`config.mk`:
```
export PLATFORM = sky130hd
export DESIGN_NAME = plat_sysctl_regs
export DESIGN_NICKNAME = d
export VERILOG_FILES = /design/src/rtl/plat_sysctl_regs.sv
export SDC_FILE = /design/constraint.sdc
export NUM_CORES = 1
export LEC_CHECK = 0
export BUFFER_PORTS_ARGS = -buffer_cell sky130_fd_sc_hd__clkbuf_2
export CORE_ASPECT_RATIO = 0.5
export CORE_UTILIZATION = 40
export DETAILED_ROUTE_END_ITERATION = 10
export SLEW_MARGIN = 40
export SYNTH_ARGS = -nofsm -noshare
export SYNTH_HDL_FRONTEND = slang
export SYNTH_SLANG_ARGS = --single-unit
```
`constraint.sdc`:
```
create_clock -name clk -period 13.02 [get_ports clk]
set_input_delay 1.302 -clock clk [delete_from_list [all_inputs] [get_ports clk]]
set_output_delay 1.302 -clock clk [all_outputs]
set_load 0.05 [all_outputs]
```
`src/rtl/plat_sysctl_regs.sv`:
```
module plat_sysctl_regs #(
  parameter int unsigned HZ_PER_MHZ = 1000000,
  parameter logic [7:0]  CLK0_DIV   = 8'd1,
  parameter logic [7:0]  FB_MUL     = 8'd1,
  parameter logic [7:0]  CLK1_DIV   = 8'd1,
  parameter logic [11:0] DDR_MHZ    = 12'hFFF,
  parameter logic [3:0]  BUILD_CFG  = 4'hE,
  parameter int unsigned RST_BIT    = 4
) (
  input  logic        clk,
  input  logic        rst_n,
  input  logic        req_valid,
  input  logic        req_write,
  input  logic [31:0] req_addr,
  input  logic [3:0]  req_size,
  input  logic [31:0] req_wdata,
  input  logic [31:0] timer_hz,
  input  logic [3:0]  mem_gib,
  output logic        rsp_valid,
  output logic [31:0] rsp_rdata,
  output logic        sys_reset_req,
  output logic        unimpl_access
);
  localparam logic [15:0] A_BUILD  = 16'h0000;
  localparam logic [15:0] A_CORECL = 16'h0004;
  localparam logic [15:0] A_WRAPCL = 16'h0008;
  localparam logic [15:0] A_SRST   = 16'h0010;
  localparam logic [15:0] A_MEMST  = 16'h0014;
  localparam logic [15:0] A_PCIEST = 16'h0018;
  localparam logic [15:0] A_CLKGEN = 16'h0030;
  localparam logic [15:0] A_BCFG   = 16'h0034;
  localparam logic [15:0] A_MCFG   = 16'h0038;

  logic [15:0] off;
  logic        word_ok, rd_req, wr_req;
  logic [7:0]  in_mhz;
  logic        rd_hit, wr_hit;
  logic [31:0] rd_val;

  assign off     = req_addr[15:0];
  assign word_ok = (req_size == 4'd4);
  assign rd_req  = req_valid & ~req_write;
  assign wr_req  = req_valid &  req_write;
  assign in_mhz  = 8'(timer_hz / HZ_PER_MHZ);

  always_comb begin
    rd_hit = 1'b1;
    rd_val = '0;
    case (off)
      A_BUILD, A_CORECL, A_WRAPCL: rd_val = '0;
      A_MEMST:  rd_val = 32'h0000_0005;
      A_CLKGEN: rd_val = {CLK1_DIV, FB_MUL, in_mhz, CLK0_DIV};
      A_BCFG:   rd_val = {28'd0, BUILD_CFG};
      A_MCFG:   rd_val = {16'd0, DDR_MHZ, mem_gib};
      default:  rd_hit = 1'b0;
    endcase
  end

  always_comb begin
    case (off)
      A_BUILD, A_CORECL, A_WRAPCL, A_SRST, A_MEMST, A_PCIEST,
      A_CLKGEN, A_BCFG, A_MCFG: wr_hit = 1'b1;
      default:                  wr_hit = 1'b0;
    endcase
  end

  always_ff @(posedge clk) begin
    if (!rst_n) begin
      rsp_valid     <= 1'b0;
      rsp_rdata     <= '0;
      sys_reset_req <= 1'b0;
      unimpl_access <= 1'b0;
    end else begin
      rsp_valid     <= rd_req;
      rsp_rdata     <= (rd_req & word_ok) ? rd_val : '0;
      sys_reset_req <= wr_req & word_ok & (off == A_SRST) & req_wdata[RST_BIT];
      unimpl_access <= req_valid & (~word_ok | (req_write ? ~wr_hit : ~rd_hit));
    end
  end

  // a read is answered in the next cycle
  p_read_answered_r2: assert property (@(posedge clk) disable iff (!rst_n)
    rd_req |=> rsp_valid);
  // no read data outside a response cycle
  p_quiet_data_r2: assert property (@(posedge clk) disable iff (!rst_n)
    !rsp_valid |-> rsp_rdata == 32'd0);
  // a wrong-sized access yields zero data and no reset
  p_badsize_r3: assert property (@(posedge clk) disable iff (!rst_n)
    (req_valid && req_size != 4'd4) |=> (rsp_rdata == 32'd0 && !sys_reset_req && unimpl_access));
  // a reset pulse only follows a qualifying write
  p_rst_cause_r10: assert property (@(posedge clk) disable iff (!rst_n)
    (req_valid && !(req_write && req_size == 4'd4 && off == A_SRST)) |=> !sys_reset_req);
  // memory status word is fixed
  p_memst_r6: assert property (@(posedge clk) disable iff (!rst_n)
    (rd_req && word_ok && off == A_MEMST) |=> rsp_rdata == 32'h5);
  // the debug flag never appears without a request
  p_flag_cause_r12: assert property (@(posedge clk) disable iff (!rst_n)
    !req_valid |=> !unimpl_access);
endmodule

```
Yosys cells after proc, flatten, opt, wreduce, memory -nomap -nowiden
Cells that the tools add are included.
Word-level totals
  flip-flop bits (word level): 35
  logic and storage cells: 34
  bits in writable memories: 0
  bits in latches: 0
  memories kept: 0
  input bits: 108
  ROM bits: 0
  output and inout port bits: 35
Operators by class
  reductions and logical operators: 4
  bitwise logic cells: 12
  magnitude comparators: 0
  shift-type cells: 0
  eq/ne operators: 9
  $add $sub $neg: 0
  divide/modulo/power cells: 1
  $mul: 0
  mux-type cells: 4
Operators with widths (count)
  $pmux 25 s4: 1
  $eq 16x5->1 const B: 3
  $eq 16x6->1 const B: 3
  $div 32x20->32 const B: 1
  $eq 16x3->1 const B: 1
  $eq 16x4->1 const B: 1
  $logic_not 16->1: 1
  $reduce_or 9->1: 1
  $and 1x1->1: 7
  $reduce_or 7->1: 1
  $eq 4x3->1 const B: 1
  $not 1->1: 4
  $mux 1: 3
  $reduce_and 2->1: 1
  $or 1x1->1: 1

Logic depth before layout (Yosys ltp)
Gate-level depths: netlist of the first run.
  depth in word-level cells: 7
  mapped depth: 52
  mapped depth without buffers: 40

Worst setup path before layout of the first run
Ideal clock, no wire load.
  kind: input to register
  start: input port timer_hz[19]
  end: register rsp_rdata[8]
  arrival time: 12586 ps
  library setup time: 121 ps
  cell stages on the path: 46
  path buffers: 6
  path slack: 313 ps
  required time: 12899 ps
  cells stage by stage: buf_2 -> o31ai_1 -> nand3_1 -> a221o_1 -> o31ai_4 -> nand2_1 -> o211ai_1 -> buf_2 -> nand2_1 -> o41ai_2 -> a311oi_2 -> a2111oi_1 -> mux2i_1 -> o2111ai_2 -> or4_1 -> buf_2 -> o2111ai_1 -> mux2i_2 -> [... 10 more ...] -> mux2i_1 -> o311ai_4 -> or4_1 -> a31oi_1 -> a41oi_2 -> a21o_1 -> buf_4 -> a311oi_2 -> o21ai_1 -> clkbuf_1 -> or4b_1 -> a31oi_2 -> a21oi_1 -> a21oi_1 -> o21ai_1 -> mux2i_1 -> a221oi_1 -> o21ai_1
On the way
  cells in the longest elaborated chain, start to end: 2
Ends and longest elaborated chain
  start: declaration: RTL line 17  | input logic [31:0] timer_hz,
  $div 32x20->32: RTL line 44  | assign in_mhz = 8'(timer_hz / HZ_PER_MHZ);
  $pmux 25 s4: RTL line 49  | case (off)
  end signal: assignment: RTL line 75  | rsp_rdata <= (rd_req & word_ok) ? rd_val : '0;
  end: declaration: RTL line 20  | output logic [31:0] rsp_rdata,
Every way passes these cells.
A chain may end at the register's enable or synchronous reset.

Final worst setup path of the first run
  start: input port timer_hz[23]
  end: register rsp_rdata[8]
Same word-level chain as after synthesis.

==> flow_results.xml, run 1 <==
<?xml version="1.0" encoding="UTF-8"?>
<metrics>
  <group name="critical_path">
    <metric name="timing_worst_setup_path_type" unit="">in2reg</metric>
    <metric name="cp_data_required_time" unit="ps">13190</metric>
    <metric name="crit_path_start_kind" unit="">input port</metric>
    <metric name="worst-path-max-fanout" unit="">10</metric>
    <metric name="critical-path-top-cell-by-count" unit="">buf_4</metric>
    <metric name="cp-end-kind" unit="">register</metric>
    <metric name="slowest_delay" unit="ps">500</metric>
    <metric name="critical_path.slowest_cell" unit="">or4b_1</metric>
    <metric name="path_delay_family" unit="">compound AO/OA/AOI/OAI gates</metric>
    <metric name="timing.critical_path.from" unit="">timer_hz[23]</metric>
    <metric name="timing.critical_path.arrival" unit="ps">12850</metric>
    <metric name="worstPathBufferInverterCount" unit="">7</metric>
  </group>
  <group name="routing">
    <metric name="drt.antenna.violating_nets" unit="">0</metric>
    <metric name="drt-total-wl" unit="um">28200</metric>
    <metric name="routed-via-count" unit="">10500</metric>
    <metric name="route.detailed.drc" unit="">0</metric>
    <metric name="detailedRoute.firstIterationViolations" unit="">624</metric>
    <metric name="detail_route.vias_per_cell" unit="">6.09</metric>
    <metric name="wire_per_inst" unit="um">16.4</metric>
    <metric name="drt-pass1-iter-count" unit="">5</metric>
  </group>
  <group name="synthesis">
    <metric name="synth.ff_latch_count" unit="">17</metric>
    <metric name="synth_area" unit="mm2">0.00801</metric>
    <metric name="syn_inst" unit="">1161</metric>
    <metric name="synth-async-reset-ratio" unit="%">0</metric>
    <metric name="post_synth_num_cell_types" unit="">122</metric>
    <metric name="synth_area_per_cell" unit="um2">6.90</metric>
    <metric name="synth_area_leaders" unit="">nand2_1 5.8%, a21oi_1 4.9%, xnor2_1 4.9%</metric>
    <metric name="yosysWarnings" unit="">0</metric>
    <metric name="post_synth_edffs" unit="">0</metric>
    <metric name="ys_seq_area_share" unit="%">4.25</metric>
    <metric name="synthFlopType" unit="">dfxtp_1</metric>
    <metric name="synth_top_cell_area_share" unit="%">5.81</metric>
    <metric name="synthDominantAreaCellType" unit="">nand2_1</metric>
  </group>
  <group name="grt">
    <metric name="grt_use_total" unit="%">24.9</metric>
    <metric name="vias_in_the_first_global_route" unit="">9534</metric>
    <metric name="grt_start_max_net_pins" unit="">25</metric>
    <metric name="grt_overflow_total" unit="">0</metric>
    <metric name="grt_pass1_wl" unit="um">43900</metric>
    <metric name="antenna_found_initial" unit="">0</metric>
  </group>
  <group name="cells_and_area">
    <metric name="antenna-diode-count" unit="">0</metric>
    <metric name="num-nets-final" unit="">1567</metric>
    <metric name="highest_count_cells_in_the_layout_ignoring_fill_and_taps" unit="">283 x buf_4, 121 x nand2_1, 85 x nor2_1, 81 x clkbuf_2, 74 x a21oi_1</metric>
    <metric name="leading_cell_type_in_the_layout_fill_and_taps_excluded" unit="">buf_4</metric>
    <metric name="areaGrowthSynthToFinish" unit="%">39.7</metric>
    <metric name="layout-drive-gt1-share" unit="%">37.3</metric>
    <metric name="final_core_utilization" unit="%">57.2</metric>
  </group>
  <group name="floorplanning">
    <metric name="starting_density" unit="%">40.9</metric>
    <metric name="fp.coreArea" unit="mm2">0.0195</metric>
    <metric name="num_rows" unit="">36</metric>
    <metric name="floorplan.die_area" unit="mm2">0.0206</metric>
    <metric name="die_width" unit="um">202</metric>
    <metric name="top_level_ports" unit="">143</metric>
    <metric name="die-height" unit="um">102</metric>
  </group>
  <group name="sta">
    <metric name="hold_violations" unit="">0</metric>
    <metric name="finalMaxSlewViolations" unit="">0</metric>
    <metric name="setup_ws" unit="ps">341</metric>
    <metric name="report.final.setup_viol" unit="">0</metric>
    <metric name="max-slew-margin-rel" unit="%">51.5</metric>
    <metric name="max_slew.worst_pin.slew" unit="ps">722</metric>
    <metric name="layout_worst_path_cycle_share" unit="%">97.4</metric>
    <metric name="timing.final.crit_period" unit="ps">12680</metric>
    <metric name="maxClockFrequency" unit="MHz">78.9</metric>
  </group>
  <group name="hold_path">
    <metric name="holdCritStartpoint" unit="">req_write</metric>
    <metric name="holdCritPathClass" unit="">in2reg</metric>
  </group>
  <group name="place">
    <metric name="preCtsSetupSlack" unit="ps">-258</metric>
    <metric name="post-dp-hpwl" unit="um">22600</metric>
    <metric name="gp_routability_congestion" unit="">0.912</metric>
    <metric name="port-buffer-count" unit="">81</metric>
  </group>
  <group name="outcome">
    <metric name="status" unit="">finished, final reports clean</metric>
  </group>
  <group name="cts">
    <metric name="cts.sinks" unit="">17</metric>
    <metric name="tritoncts" unit="">yes</metric>
    <metric name="cell_at_the_root_of_the_clock_tree" unit="">clkbuf_16</metric>
    <metric name="clock_tree.buffer_depth" unit="">2</metric>
    <metric name="clk_pin_slew" unit="ps">60</metric>
    <metric name="cts_inserted_buffers" unit="">3</metric>
    <metric name="htree_num_levels" unit="">1</metric>
  </group>
  <group name="flow_run">
    <metric name="max_cap_viol_count" unit="">0</metric>
  </group>
</metrics>
sequential cells by signal, summed over array words and instances (netlist names):
register       count
rsp_rdata         14
rsp_valid          1
sys_reset_req      1
unimpl_access      1
stage by stage:
step | cell area [um2] | std cells | hold WS, ps | setup TNS (ps)
2_1_floorplan | 8050 | 1174 | 1400 | 0
3_3_place_gp | 10400 | 1705 | 1530 | -6.12
3_5_place_dp | 10400 | 1705 | 1530 | -348
4_1_cts | 10500 | 1709 | 1260 | 0
5_1_grt | 11200 | 1724 | 1280 | -315
6_report | 11200 | 1724 | 1260 | 0
worst paths after layout:
check | end | slack, ps | depth (start not counted)
max | rsp_rdata[8] | 340 | 46
min | rsp_valid | 1260 | 2
metal layers:
metal  global-route usage, %  share of wire, %
met4                    6.93               3.1
met2                    49.6                51
met3                    1.24               2.9
met1                    29.2                43
met5                       0                 0
area by class of cell:
type | instances | area (um2)
fill | 1840 | 8360
inverter | 19 | 71.3
sequential | 17 | 340
multi-input combinational | 1053 | 7810
clock inverter | 1 | 7.51
timing repair buffer | 365 | 2550
clock buffer | 3 | 75.1
tap | 266 | 333
synthesized netlist by cell type (all sizes together) (7+ instances only):
cell type	instances
nor4b	7
nand2	124
o311ai	9
a31oi	31
nand3	35
xor2	17
o22ai	14
a211oi	34
buf	49
maj3	8
a21o	11
a21oi	85
and3	15
a31o	7
or2	12
clkbuf	36
or3	18
nor4	22
nor3	59
o21ai	62
nand4	23
inv	18
a211o	13
a2111oi	15
a221oi	7
mux2	10
mux2i	18
a22oi	13
dfxtp	17
o211a	8
o31ai	19
xnor2	48
o211ai	27
nor2	90
and2	28
o2111ai	7
kinds of logic after synthesis:
| logic type | count (synthesis) | synth area share, % |
|---|---|---|
| compound gates | 463 | 46.1 |
| xor+xnor | 65 | 7.63 |
| fa+ha+maj | 8 | 1.02 |
| buf+inv | 104 | 6.41 |
| flops | 17 | 4.25 |
| mux | 28 | 3.70 |
| other cells | 1 | 0.0468 |
| simple gates | 475 | 30.8 |
timing repair:
item                                    4_1_cts  5_1_grt
pin swaps                                     1       22
resized for setup                             3      111
gates cloned                                  0        0
hold buffers                                  0        0
endpoints found under the hold margin         0        0
setup buffers                                 0       15
endpoints found under the setup margin        1        3
Power of run 1 is not shown: default switching activity piles up to over one toggle a cycle in this logic, so the estimate is an artifact.
==> run 2, diff against run 1 <==
==> constraint.sdc (replaced) <==
create_clock -name clk -period 11.1 [get_ports clk]
set_input_delay 1.11 -clock clk [delete_from_list [all_inputs] [get_ports clk]]
set_output_delay 1.11 -clock clk [all_outputs]
set_load 0.05 [all_outputs]
==> run 2 against run 1 <==
  * The flow now finishes with violations (DRC, setup timing)
  * Global-route usage up 4.9 points
  * Non-clock buffer count is 295 higher
  * First-iteration DRC count increased by 2.1%
  * Critical path depth grew 3
  * Flip-flop and latch count is the same
==> flow_results.xml, run 2 (same netlist as run 1, synthesis figures left out) <==
<?xml version="1.0" encoding="UTF-8"?>
<metrics>
  <group name="outcome">
    <metric name="status" unit="">finished with violations</metric>
    <metric name="failed_checks" unit="">DRC, setup timing</metric>
  </group>
  <group name="place">
    <metric name="post-dp-hpwl" unit="um">26000</metric>
    <metric name="port-buffer-count" unit="">81</metric>
    <metric name="gp_routability_congestion" unit="">0.951</metric>
    <metric name="post_dp_cell_area" unit="mm2">0.0127</metric>
  </group>
  <group name="routing">
    <metric name="detailedRoute.firstIterationViolations" unit="">637</metric>
    <metric name="detail_route.vias_per_cell" unit="">5.94</metric>
    <metric name="route.detailed.drc" unit="">2</metric>
    <metric name="drt-pass1-iter-count" unit="">8</metric>
    <metric name="wire_per_inst" unit="um">16.7</metric>
    <metric name="routed-via-count" unit="">12000</metric>
    <metric name="drt.antenna.violating_nets" unit="">0</metric>
    <metric name="drt-total-wl" unit="um">33800</metric>
  </group>
  <group name="critical_path">
    <metric name="cp_data_required_time" unit="ps">11230</metric>
    <metric name="timing.critical_path.from" unit="">timer_hz[23]</metric>
    <metric name="slowest_delay" unit="ps">450</metric>
    <metric name="cp.depth" unit="">49</metric>
    <metric name="cp-end-kind" unit="">register</metric>
    <metric name="critical_path.slowest_cell" unit="">o311ai_4</metric>
    <metric name="timing.critical_path.arrival" unit="ps">12360</metric>
    <metric name="worst-path-max-fanout" unit="">8</metric>
    <metric name="path_delay_family" unit="">compound AO/OA/AOI/OAI gates</metric>
    <metric name="timing_worst_setup_path_type" unit="">in2reg</metric>
    <metric name="critical-path-top-cell-by-count" unit="">buf_4</metric>
    <metric name="worstPathBufferInverterCount" unit="">9</metric>
    <metric name="crit_path_start_kind" unit="">input port</metric>
    <metric name="timing.critical_path.to" unit="">rsp_rdata[8]</metric>
  </group>
  <group name="sta">
    <metric name="report.final.setup_viol" unit="">3</metric>
    <metric name="rsz0062_at_grt" unit="">yes</metric>
    <metric name="layout_worst_path_cycle_share" unit="%">110</metric>
    <metric name="hold_violations" unit="">0</metric>
    <metric name="maxClockFrequency" unit="MHz">81.8</metric>
    <metric name="setup_total_negative_slack" unit="ps">-2350</metric>
    <metric name="max_slew.worst_pin.slew" unit="ps">779</metric>
    <metric name="timing.final.crit_period" unit="ps">12230</metric>
    <metric name="setup_ws" unit="ps">-1130</metric>
    <metric name="finalHoldWorstSlack" unit="ps">1090</metric>
    <metric name="finalMaxSlewViolations" unit="">0</metric>
    <metric name="max-slew-margin-rel" unit="%">47.7</metric>
  </group>
  <group name="floorplanning">
    <metric name="die-height" unit="um">102</metric>
    <metric name="die_width" unit="um">202</metric>
    <metric name="starting_density" unit="%">40.9</metric>
    <metric name="num_rows" unit="">36</metric>
    <metric name="fp.coreArea" unit="mm2">0.0195</metric>
    <metric name="floorplan.die_area" unit="mm2">0.0206</metric>
    <metric name="top_level_ports" unit="">143</metric>
  </group>
  <group name="grt">
    <metric name="vias_in_the_first_global_route" unit="">11500</metric>
    <metric name="grt_pass1_wl" unit="um">52300</metric>
    <metric name="grt_start_max_net_pins" unit="">24</metric>
    <metric name="grt_overflow_total" unit="">0</metric>
    <metric name="antenna_found_initial" unit="">0</metric>
    <metric name="grt_use_total" unit="%">29.8</metric>
  </group>
  <group name="cells_and_area">
    <metric name="areaGrowthSynthToFinish" unit="%">76.8</metric>
    <metric name="final_core_utilization" unit="%">72.4</metric>
    <metric name="fin_area" unit="mm2">0.0142</metric>
    <metric name="num-nets-final" unit="">1862</metric>
    <metric name="regMostFlops" unit="">rsp_rdata</metric>
    <metric name="antenna-diode-count" unit="">0</metric>
    <metric name="nFillCells" unit="">1514</metric>
    <metric name="highest_count_cells_in_the_layout_ignoring_fill_and_taps" unit="">558 x buf_4, 115 x nand2_1, 85 x nor2_1, 77 x clkbuf_2, 66 x a21oi_1</metric>
    <metric name="largest_register_ff_count" unit="">14</metric>
    <metric name="layout-drive-gt1-share" unit="%">51.4</metric>
    <metric name="leading_cell_type_in_the_layout_fill_and_taps_excluded" unit="">buf_4</metric>
  </group>
  <group name="cts">
    <metric name="cts.sinks" unit="">17</metric>
    <metric name="cts_inserted_buffers" unit="">3</metric>
    <metric name="tritoncts" unit="">yes</metric>
    <metric name="cell_at_the_root_of_the_clock_tree" unit="">clkbuf_16</metric>
    <metric name="clk_pin_slew" unit="ps">60</metric>
    <metric name="htree_num_levels" unit="">1</metric>
    <metric name="clock_tree.buffer_depth" unit="">2</metric>
  </group>
  <group name="hold_path">
    <metric name="holdCritStartpoint" unit="">req_write</metric>
    <metric name="holdCritPathClass" unit="">in2reg</metric>
  </group>
  <group name="flow_run">
    <metric name="max_cap_viol_count" unit="">0</metric>
  </group>
</metrics>
==> run 2: cell count changes in the layout (fill, tap and decap cells not counted), sizes merged <==
cell    change
buf       +296
clkbuf      -1
==> run 2: routing by layer <==
metal  vias to the layer above  GRT usage, %  part of all wire, %
met5                         -             0                    0
met4                         0          15.7                  4.8
met3                       143          1.40                  3.0
met2                       384          60.9                   53
met1                      5687          31.4                   39
li1                       5782             -                    -
==> run 2: final cells by class <==
class | count | area (um2) | area share, %
multi-input combinational | 1053 | 8430 | 59.5
timing repair buffer | 660 | 4900 | 34.6
sequential | 17 | 340 | 2.40
tap | 266 | 333 | 2.35
clock buffer | 3 | 75.1 | 0.531
inverter | 19 | 71.3 | 0.504
clock inverter | 1 | 7.51 | 0.0531
==> run 2: how the worst min path moves through the flow <==
stage | end | cells past startpoint | slack (ps)
2_1_floorplan | rsp_valid | 1 | 1210
3_3_place_gp | rsp_valid | 2 | 1340
3_5_place_dp | rsp_valid | 2 | 1350
4_1_cts | rsp_valid | 2 | 1080
5_1_grt | rsp_valid | 2 | 1100
6_report | rsp_valid | 2 | 1090
==> run 2: timing repair <==
item,4_1_cts,5_1_grt
hold buffers,0,0
pin swaps,42,61
setup endpoints to repair,3,3
gates resized for setup,89,88
cloned,0,0
buffers inserted,32,31
hold endpoints to repair,0,0
==> run 2: per-stage QoR <==
stage	instances	setup WS [ps]
floorplan	1174	-922
global placement	1955	-1510
detailed placement	1955	-1750
CTS	1990	-898
global route	2019	-1600
finish	2019	-1130
Power of run 2 is left out for the same reason.
